File: config.mk
export PLATFORM = sky130hd
export DESIGN_NAME = tlb_sw_refill
export DESIGN_NICKNAME = d
export VERILOG_FILES = /design/src/rtl/tlb_pkg.sv /design/src/rtl/tlb_cam.sv /design/src/rtl/tlb_lru.sv /design/src/rtl/tlb_sw_refill.sv
export SDC_FILE = /design/constraint.sdc
export NUM_CORES = 2
export LEC_CHECK = 0
export BUFFER_PORTS_ARGS = -buffer_cell sky130_fd_sc_hd__buf_4
export CORE_MARGIN = 2
export CORE_UTILIZATION = 25
export DETAILED_ROUTE_END_ITERATION = 6
export PLACE_DENSITY = 0.47
export SLEW_MARGIN = 20
export SYNTH_ARGS = -nofsm -noshare
export SYNTH_HDL_FRONTEND = slang
export SYNTH_SLANG_ARGS = --single-unit
File: constraint.sdc
create_clock -name clk -period 11.1 [get_ports clk]
set_input_delay 1.11 -clock clk [delete_from_list [all_inputs] [get_ports clk]]
set_output_delay 1.11 -clock clk [all_outputs]
set_load 0.01 [all_outputs]
File: src/rtl/tlb_pkg.sv
package tlb_pkg;
    localparam int DEF_VA_W    = 32;
    localparam int DEF_OFS_W   = 12;
    localparam int DEF_SZ_W    = 3;
    localparam int DEF_SZ_MAX  = 6;
    localparam int DEF_ENTRIES = 16;

    typedef enum logic [1:0] {
        OUT_NONE  = 2'd0,
        OUT_HIT   = 2'd1,
        OUT_MISS  = 2'd2,
        OUT_MULTI = 2'd3
    } tlb_outcome_e;
endpackage

File: src/rtl/tlb_cam.sv
module tlb_cam #(
    parameter int ENTRIES = 16,
    parameter int VPN_W   = 20,
    parameter int SZ_W    = 3,
    parameter int SZ_MAX  = 6,
    localparam int IDX_W  = $clog2(ENTRIES)
) (
    input  logic               clk,
    input  logic               rst_n,
    input  logic               wr_en,
    input  logic [IDX_W-1:0]   wr_idx,
    input  logic [VPN_W-1:0]   wr_vpn,
    input  logic [VPN_W-1:0]   wr_ppn,
    input  logic [SZ_W-1:0]    wr_size,
    input  logic               wr_valid,
    input  logic [VPN_W-1:0]   lk_vpn,
    output logic [ENTRIES-1:0] match_vec,
    output logic [IDX_W-1:0]   hit_idx,
    output logic [VPN_W-1:0]   phys_vpn
);
    typedef struct packed {
        logic             valid;
        logic [VPN_W-1:0] tag;
        logic [VPN_W-1:0] mask;
        logic [VPN_W-1:0] ppn;
    } ent_t;

    ent_t ent_d [ENTRIES];
    ent_t ent_q [ENTRIES];

    logic [VPN_W-1:0] wr_mask;
    logic [SZ_W-1:0]  sz_clamped;

    always_comb begin
        sz_clamped = (int'(wr_size) > SZ_MAX) ? SZ_W'(SZ_MAX) : wr_size;
        for (int b = 0; b < VPN_W; b++) begin
            wr_mask[b] = (b < 2 * int'(sz_clamped));
        end
    end

    always_comb begin
        for (int i = 0; i < ENTRIES; i++) begin
            ent_d[i] = ent_q[i];
        end
        if (wr_en) begin
            ent_d[wr_idx].valid = wr_valid;
            ent_d[wr_idx].tag   = wr_vpn;
            ent_d[wr_idx].mask  = wr_mask;
            ent_d[wr_idx].ppn   = wr_ppn;
        end
    end

    always_ff @(posedge clk) begin
        if (!rst_n) begin
            for (int i = 0; i < ENTRIES; i++) begin
                ent_q[i] <= '0;
            end
        end else begin
            for (int i = 0; i < ENTRIES; i++) begin
                ent_q[i] <= ent_d[i];
            end
        end
    end

    logic [VPN_W-1:0] merged [ENTRIES];

    for (genvar g = 0; g < ENTRIES; g++) begin : g_cmp
        assign match_vec[g] = ent_q[g].valid &&
                              (((ent_q[g].tag ^ lk_vpn) & ~ent_q[g].mask) == '0);
        assign merged[g]    = match_vec[g]
                              ? ((ent_q[g].ppn & ~ent_q[g].mask) | (lk_vpn & ent_q[g].mask))
                              : '0;
    end

    always_comb begin
        phys_vpn = '0;
        hit_idx  = '0;
        for (int i = 0; i < ENTRIES; i++) begin
            phys_vpn = phys_vpn | merged[i];
            hit_idx  = hit_idx | (match_vec[i] ? IDX_W'(i) : '0);
        end
    end

    AST_WRITE_LANDS: assert property (@(posedge clk) disable iff (!rst_n)
        (wr_en && !wr_valid) |=> !ent_q[$past(wr_idx)].valid) else $error("invalid write matched");
endmodule

File: src/rtl/tlb_lru.sv
module tlb_lru #(
    parameter int ENTRIES = 16,
    localparam int IDX_W  = $clog2(ENTRIES)
) (
    input  logic             clk,
    input  logic             rst_n,
    input  logic             touch_en,
    input  logic [IDX_W-1:0] touch_idx,
    output logic [IDX_W-1:0] lru_idx
);
    logic [IDX_W-1:0]   age_d [ENTRIES];
    logic [IDX_W-1:0]   age_q [ENTRIES];
    logic [ENTRIES-1:0] oldest_vec;

    always_comb begin
        for (int i = 0; i < ENTRIES; i++) begin
            age_d[i] = age_q[i];
            if (touch_en) begin
                if (IDX_W'(i) == touch_idx) begin
                    age_d[i] = '0;
                end else if (age_q[i] < age_q[touch_idx]) begin
                    age_d[i] = age_q[i] + 1'b1;
                end
            end
        end
    end

    always_ff @(posedge clk) begin
        if (!rst_n) begin
            for (int i = 0; i < ENTRIES; i++) begin
                age_q[i] <= IDX_W'(i);
            end
        end else begin
            for (int i = 0; i < ENTRIES; i++) begin
                age_q[i] <= age_d[i];
            end
        end
    end

    for (genvar g = 0; g < ENTRIES; g++) begin : g_old
        assign oldest_vec[g] = (age_q[g] == IDX_W'(ENTRIES - 1));
    end

    always_comb begin
        lru_idx = '0;
        for (int i = 0; i < ENTRIES; i++) begin
            lru_idx = lru_idx | (oldest_vec[i] ? IDX_W'(i) : '0);
        end
    end

    AST_SINGLE_OLDEST: assert property (@(posedge clk) disable iff (!rst_n)
        $countones(oldest_vec) == 1) else $error("recency order broken");
    AST_TOUCHED_YOUNGEST: assert property (@(posedge clk) disable iff (!rst_n)
        touch_en |=> age_q[$past(touch_idx)] == '0) else $error("touch not youngest");
endmodule

File: src/rtl/tlb_sw_refill.sv
module tlb_sw_refill
    import tlb_pkg::*;
#(
    parameter int ENTRIES = DEF_ENTRIES,
    parameter int VA_W    = DEF_VA_W,
    parameter int OFS_W   = DEF_OFS_W,
    parameter int SZ_W    = DEF_SZ_W,
    parameter int SZ_MAX  = DEF_SZ_MAX,
    localparam int VPN_W  = VA_W - OFS_W,
    localparam int IDX_W  = $clog2(ENTRIES)
) (
    input  logic             clk,
    input  logic             rst_n,
    input  logic             lk_valid,
    input  logic [VA_W-1:0]  lk_va,
    input  logic             wr_en,
    input  logic [IDX_W-1:0] wr_idx,
    input  logic [VPN_W-1:0] wr_vpn,
    input  logic [VPN_W-1:0] wr_ppn,
    input  logic [SZ_W-1:0]  wr_size,
    input  logic             wr_valid,
    output logic             res_valid,
    output logic             res_hit,
    output logic             res_trap,
    output logic             res_multi,
    output logic [VA_W-1:0]  res_pa,
    output logic [IDX_W-1:0] lru_idx
);
    typedef struct packed {
        logic            valid;
        logic            hit;
        logic            trap;
        logic            multi;
        logic [VA_W-1:0] pa;
    } res_t;

    res_t res_d, res_q;

    logic [VPN_W-1:0]   lk_vpn;
    logic [ENTRIES-1:0] match_vec;
    logic [IDX_W-1:0]   hit_idx;
    logic [VPN_W-1:0]   phys_vpn;
    logic               any_match;
    logic               many_match;
    tlb_outcome_e       outcome;
    logic               touch_en;
    logic [IDX_W-1:0]   touch_idx;

    assign lk_vpn = lk_va[VA_W-1:OFS_W];

    tlb_cam #(
        .ENTRIES (ENTRIES),
        .VPN_W   (VPN_W),
        .SZ_W    (SZ_W),
        .SZ_MAX  (SZ_MAX)
    ) i_cam (
        .clk       (clk),
        .rst_n     (rst_n),
        .wr_en     (wr_en),
        .wr_idx    (wr_idx),
        .wr_vpn    (wr_vpn),
        .wr_ppn    (wr_ppn),
        .wr_size   (wr_size),
        .wr_valid  (wr_valid),
        .lk_vpn    (lk_vpn),
        .match_vec (match_vec),
        .hit_idx   (hit_idx),
        .phys_vpn  (phys_vpn)
    );

    tlb_lru #(
        .ENTRIES (ENTRIES)
    ) i_lru (
        .clk       (clk),
        .rst_n     (rst_n),
        .touch_en  (touch_en),
        .touch_idx (touch_idx),
        .lru_idx   (lru_idx)
    );

    always_comb begin
        any_match  = |match_vec;
        many_match = |(match_vec & (match_vec - 1'b1));
        if (!lk_valid)       outcome = OUT_NONE;
        else if (many_match) outcome = OUT_MULTI;
        else if (any_match)  outcome = OUT_HIT;
        else                 outcome = OUT_MISS;

        res_d       = '0;
        res_d.valid = lk_valid;
        unique case (outcome)
            OUT_HIT: begin
                res_d.hit = 1'b1;
                res_d.pa  = {phys_vpn, lk_va[OFS_W-1:0]};
            end
            OUT_MISS:  res_d.trap  = 1'b1;
            OUT_MULTI: res_d.multi = 1'b1;
            default:   res_d.valid = 1'b0;
        endcase

        touch_en  = wr_en || (outcome == OUT_HIT);
        touch_idx = wr_en ? wr_idx : hit_idx;
    end

    always_ff @(posedge clk) begin
        if (!rst_n) begin
            res_q <= '0;
        end else begin
            res_q <= res_d;
        end
    end

    assign res_valid = res_q.valid;
    assign res_hit   = res_q.hit;
    assign res_trap  = res_q.trap;
    assign res_multi = res_q.multi;
    assign res_pa    = res_q.pa;

    AST_REQ_GIVES_RESULT: assert property (@(posedge clk) disable iff (!rst_n)
        lk_valid |=> res_valid) else $error("missing result");
    AST_IDLE_NO_FLAGS: assert property (@(posedge clk) disable iff (!rst_n)
        !lk_valid |=> !(res_valid || res_hit || res_trap || res_multi)) else $error("spurious result");
    AST_ONE_OUTCOME: assert property (@(posedge clk) disable iff (!rst_n)
        res_valid |-> $countones({res_hit, res_trap, res_multi}) == 1) else $error("outcome not unique");
    AST_NO_PA_ON_FAIL: assert property (@(posedge clk) disable iff (!rst_n)
        (res_trap || res_multi) |-> res_pa == '0) else $error("address on failed lookup");
    AST_WRITE_NOT_LRU: assert property (@(posedge clk) disable iff (!rst_n)
        wr_en |=> lru_idx != $past(wr_idx)) else $error("written entry still oldest");
endmodule

Yosys cells after proc, flatten, opt, wreduce, memory -nomap -nowiden --
Memories as Yosys holds them, arrays and structs flattened. Cells that the tools add are included.
Word-level totals: flip-flop bits (word level) 36, RAM bits 1040, input port bits 84, output and inout bits 40, logic and storage cells 458, memories 2
Operators by class: add/sub/neg operators 17, order comparisons 39, equal/unequal tests 33, mux-type cells 149, bitwise gates (word level) 173, reduce and logical (&&, ||, !) cells 40
Memory list:
- i_cam.ent_q | depth 16, width 61, rd ports 16, clocked after Yosys merged registers in 0, wr ports 16, RTL line tlb_cam.sv:29 | ent_t ent_q [ENTRIES];
- i_lru.age_q | depth 16, width 4, rd ports 17, clocked after Yosys merged registers in 0, wr ports 16, RTL line tlb_lru.sv:12 | logic [IDX_W-1:0] age_q [ENTRIES];
Operator list (number):
- $bwmux 976 | 4
- $mux 61 | 17
- $demux 61 s4 | 4
- $mux 976 | 1
- $and 20x20->20 | 48
- $or 20x20->20 | 31
- $mux 20 | 17
- $mux 4 | 81
- $logic_not 20->1 | 16
- $not 20->20 | 16
- $xor 20x20->20 | 16
- $or 4x4->4 | 28
- $add 4x1->4 const B | 16
- $lt 4x4->1 | 16
- $eq 4x4->1 const B | 15
- $mux 60 | 1
- $mux 40 | 1
- $eq 4x4->1 const A | 8
- $lt 4x4->1 const A | 8
- $or 1x1->1 | 32
- $reduce_or 16->1 | 2
- $mux 3 | 9
- $lt 5x4->1 const A | 4
- $logic_and 1x1->1 | 17
- 20 further kinds | 43

Logic depth before layout (Yosys ltp) --
An unclocked memory read counts as a cell.
depth after elaboration 27, mapped depth 25, depth with buffers taken out 19

Modules after synthesis --
From an unflattened synthesis, not the netlist that was laid out.
Unflattened totals: cells, all modules 5399, area, all modules 44835.5 um2
By module, submodules not included:
- tlb_cam | times used 1, cells each 4595, area each 37512.2 um2
- tlb_lru | times used 1, cells each 654, area each 5706.7 um2
- tlb_sw_refill | times used 1, cells each 150, area each 1616.6 um2

Worst setup path before layout --
OpenSTA, ideal clock, no wires.
kind input -> register, start point input lk_va[13], end point memory i_lru.age_q[9][3] (netlist bit), setup time 0.063 ns, arrival 6.000 ns, setup slack 5.037 ns, stages on the path 24, path through buf_4 -> buf_12 -> buf_4 -> xnor2_1 -> a21oi_1 -> nor3_1 -> and3_1 -> buf_2 -> nor4_1 -> a31o_2 -> clkbuf_1 -> clkbuf_1 -> nand2_1 -> nand3_1 -> o21ai_0 -> a21oi_1 -> o221ai_1 -> ha_1 -> or2_2 -> a221oi_1 -> a32oi_1 -> a31o_1 -> or4_1 -> nand3_1
RTL lines:
- from (decl) | RTL line tlb_sw_refill.sv:15 | input logic [VA_W-1:0] lk_va,
- to (decl) | RTL line tlb_lru.sv:12

==> impl_metrics.ini <==
[run_status]
status = finished, final reports clean

[critical_path]
critical-path-slowest-cell = nor4_1
slowest_delay_ns = 1.06
cp.arrival_ns = 7.54
crit_fanout = 32
crit_chain = buf_4, xnor2_1, a21oi_1, nor4_1, nand3_1, buf_4, nand4_1, o21a_1, and3_1, a31oi_1, o221ai_2, buf_4, ha_1, a21o_1, a221oi_1, o21ai_2, or4b_1, nand3_1
required_ns = 11.76
critical_path.top_delay_family = simple AND/OR/NAND/NOR gates
cp_common_cell = buf_4
worst-setup-path-type = primary input to flip-flop
end_kind = flip-flop
start_kind = primary input
path_buf_inv = 3

[power_and_ir_drop]
swShare_pct = 28.5
p_clk_share_pct = 44.6
p_comb_share_pct = 12.1
p_leak_nw = 15.0
p_seq_share_pct = 43.3
powerDensity_nw_per_um2 = 161
p_int_mw = 5.46
ir_drop_uv = 107
p_sw_mw = 2.17

[drt]
drt_iter0_drc = 4311
vias_per_cell = 5.14
drc_errors = 0
vias = 38400
routed_wl_um = 182000
drtPass1Iterations = 6
ant_nets = 0
wl_per_cell_um = 24.4

[cells_and_area]
final_common_cell = nand2_1
syn_to_final_growth_pct = 13.7
post-route-util_pct = 28.5
finalInstanceArea_um2 = 47500
drive_gt1_share_pct = 9.60
layout_common_cells = nand2_1, a21oi_1, dfxtp_1
finish.net_count = 5333

[synthesis]
synthSimpleGateAreaFrac_pct = 20.8
synth-edff-count = 0
synthXorXnorAreaFrac_pct = 6.73
synth_top_area_cell = dfxtp_1
yosysWarnings = 0
synth_cells = 5354
synth_seq_cells = 868
synth_top_family_by_area = simple AND/OR/NAND/NOR gates
synth_fp_nets = 5502
synth_top_area_share_pct = 41.6
synth_mux_area_share_pct = 5.77
synth_compound_area_share_pct = 17.7
synthArstFlopShare_pct = 0
ys_seq_area_share_pct = 41.6
syn_area_um2 = 41800
ys_types = 90
netlist_top_cells_area = dfxtp_1, nand2_1, a21oi_1, xnor2_1, mux2i_1
avgSynthCellArea_um2 = 7.81
synth_flop_cell = dfxtp_1
synth_fa_ha_area_share_pct = 1.96

[flow_run]
cap_violations = 0

[timing]
setup_violations = 0
fin_crit_ns = 6.88
rsz0062_at_grt = false
slew_headroom_pct = 11.9
max_freq_mhz = 145
fin_ws_ns = 4.22
slew_violations = 0
tightest_slew_ns = 1.32
finClkSkew_ns = 0.0669
fin_setup_tns_ns = 0
fin_crit_sh_pct = 62.0
hold_viol = 0

[clocking]
ctsResizeCount = 0
cts_htree_levels = 3
cts_root_buffer = clkbuf_16
cts_tree = done
cts_made_buffers = 102
hold_buffers = 0
post_cts_buffers = 0
cts_buffer_depth = 3
clk_pin_slew_ns = 0.06
cts.sinks = 868
clkLatencyLatePin_ns = 0.77

[place]
dpl_worst_slack_ns = 3.62
gp_congestion = 0.858
io_buffers = 123
dpl_cell_area_um2 = 44200
dp_hpwl_um = 113000

[die]
design.core.area_um2 = 167000
ios = 124
rows = 150
die_width_um = 413
start_util_pct = 25.1
die_h_um = 413
die-area_um2 = 171000

[grt]
grt_pass1_wl_um = 262000
grt_max_degree = 215
track_usage_pct = 20.8
antenna_found_initial = 29
grt_overflow = 0
grt_pass1_vias = 35700

[worst_hold_path]
min-delay-path-class = flip-flop to flip-flop
==> power groups by stage <==
| stage | Sequential [mW] | Combinational [mW] | Clock [mW] |
|---|---|---|---|
| after floorplan | 3.33 | 0.646 | 0 |
| after global placement | 3.37 | 0.900 | 0 |
| after detailed placement | 3.37 | 0.913 | 0 |
| after CTS | 3.30 | 0.917 | 3.48 |
| after global routing | 3.31 | 1.01 | 3.60 |
| final | 3.30 | 0.925 | 3.40 |
==> cell type report <==
| type | count | area (um2) |
|---|---|---|
| sequential | 868 | 17400 |
| timing repair buffer | 196 | 1480 |
| clock inverter | 29 | 375 |
| tap | 2204 | 2760 |
| fill | 17900 | 119000 |
| clock buffer | 151 | 2970 |
| multi-input combinational | 3973 | 22400 |
| antenna | 3 | 7.51 |
| inverter | 44 | 173 |
==> worst paths after layout <==
check / start / to / slack (ns) / cells after the start
hold / removal: i_cam.ent_q[1][370]$_SDFFE_PN0P_ / i_cam.ent_q[1][370]$_SDFFE_PN0P_ / 0.45 / 2
setup / recovery: lk_va[13] / i_lru.age_q[5][0]$_SDFFE_PN1P_ / 4.22 / 18
hold reg to reg: i_cam.ent_q[1][370]$_SDFFE_PN0P_ / i_cam.ent_q[1][370]$_SDFFE_PN0P_ / 0.45 / 2
setup reg to reg: i_cam.ent_q[0][476]$_SDFFE_PN0P_ / i_lru.age_q[9][3]$_SDFFE_PN1P_ / 4.77 / 21
==> through the flow <==
stage	power (mW)	hold WS, ns	std cells
after detailed placement	4.28	0.445	7285
after CTS	7.69	0.453	7465
after global routing	7.92	0.466	7466
final	7.63	0.451	7468
after floorplan	3.97	0.434	5354
after global placement	4.27	0.439	7285
==> sequential cells by signal (all words and copies together), names as in the netlist <==
| register | cells |
|---|---|
| i_cam.ent_q | 768 |
| i_lru.age_q | 64 |
| res_pa | 32 |
| res_hit | 1 |
| res_multi | 1 |
| res_trap | 1 |
| res_valid | 1 |
==> tightest hold or removal path: cells and delay by family (launching register included) <==
family / cells / cell delay (ns)
AND/OR/NAND/NOR: 1 / 0.05
AO/OA/AOI/OAI: 1 / 0.05
flip-flops: 1 / 0.30
==> Yosys cell counts (8+ instances only) <==
cell type,instances
nand3_1,96
a22o_1,8
nand3b_1,9
o221ai_1,8
o21ai_0,77
a31oi_1,40
a2111oi_0,9
inv_1,43
mux2_2,81
and3_1,50
nor2b_1,10
nor4_1,47
buf_2,15
o31ai_1,8
nor3_1,35
mux2i_1,150
nand2_1,1557
nand4_1,47
nand2b_1,17
o22ai_1,58
and2_1,8
xnor2_1,274
xor2_1,47
buf_6,19
a211oi_1,61
ha_1,64
a21oi_1,868
clkbuf_1,397
a221oi_1,42
nor2_1,139
o211ai_1,12
a22oi_1,19
nand4b_1,12
a21o_1,14
dfxtp_1,868
or3_1,14
buf_4,27
==> cell families (layout without fill, tap and decap cells) <==
group / count (synthesis) / count (layout)
other cells: 0 / 3
flops: 868 / 868
mux: 231 / 231
simple gates: 2073 / 2073
buf+inv: 513 / 420
xor+xnor: 321 / 321
fa+ha+maj: 66 / 66
compound gates: 1282 / 1282
==> routing by layer <==
metal  track usage (%)  part of all wire (%)  up-vias
met5                 0                  0.13        -
met1              28.7                    45    18700
li1                  -                     -    17800
met3              4.59                   8.5      318
met2              31.8                    43     1492
met4              7.06                   3.3       32
Power figures use the tool's default switching activity.
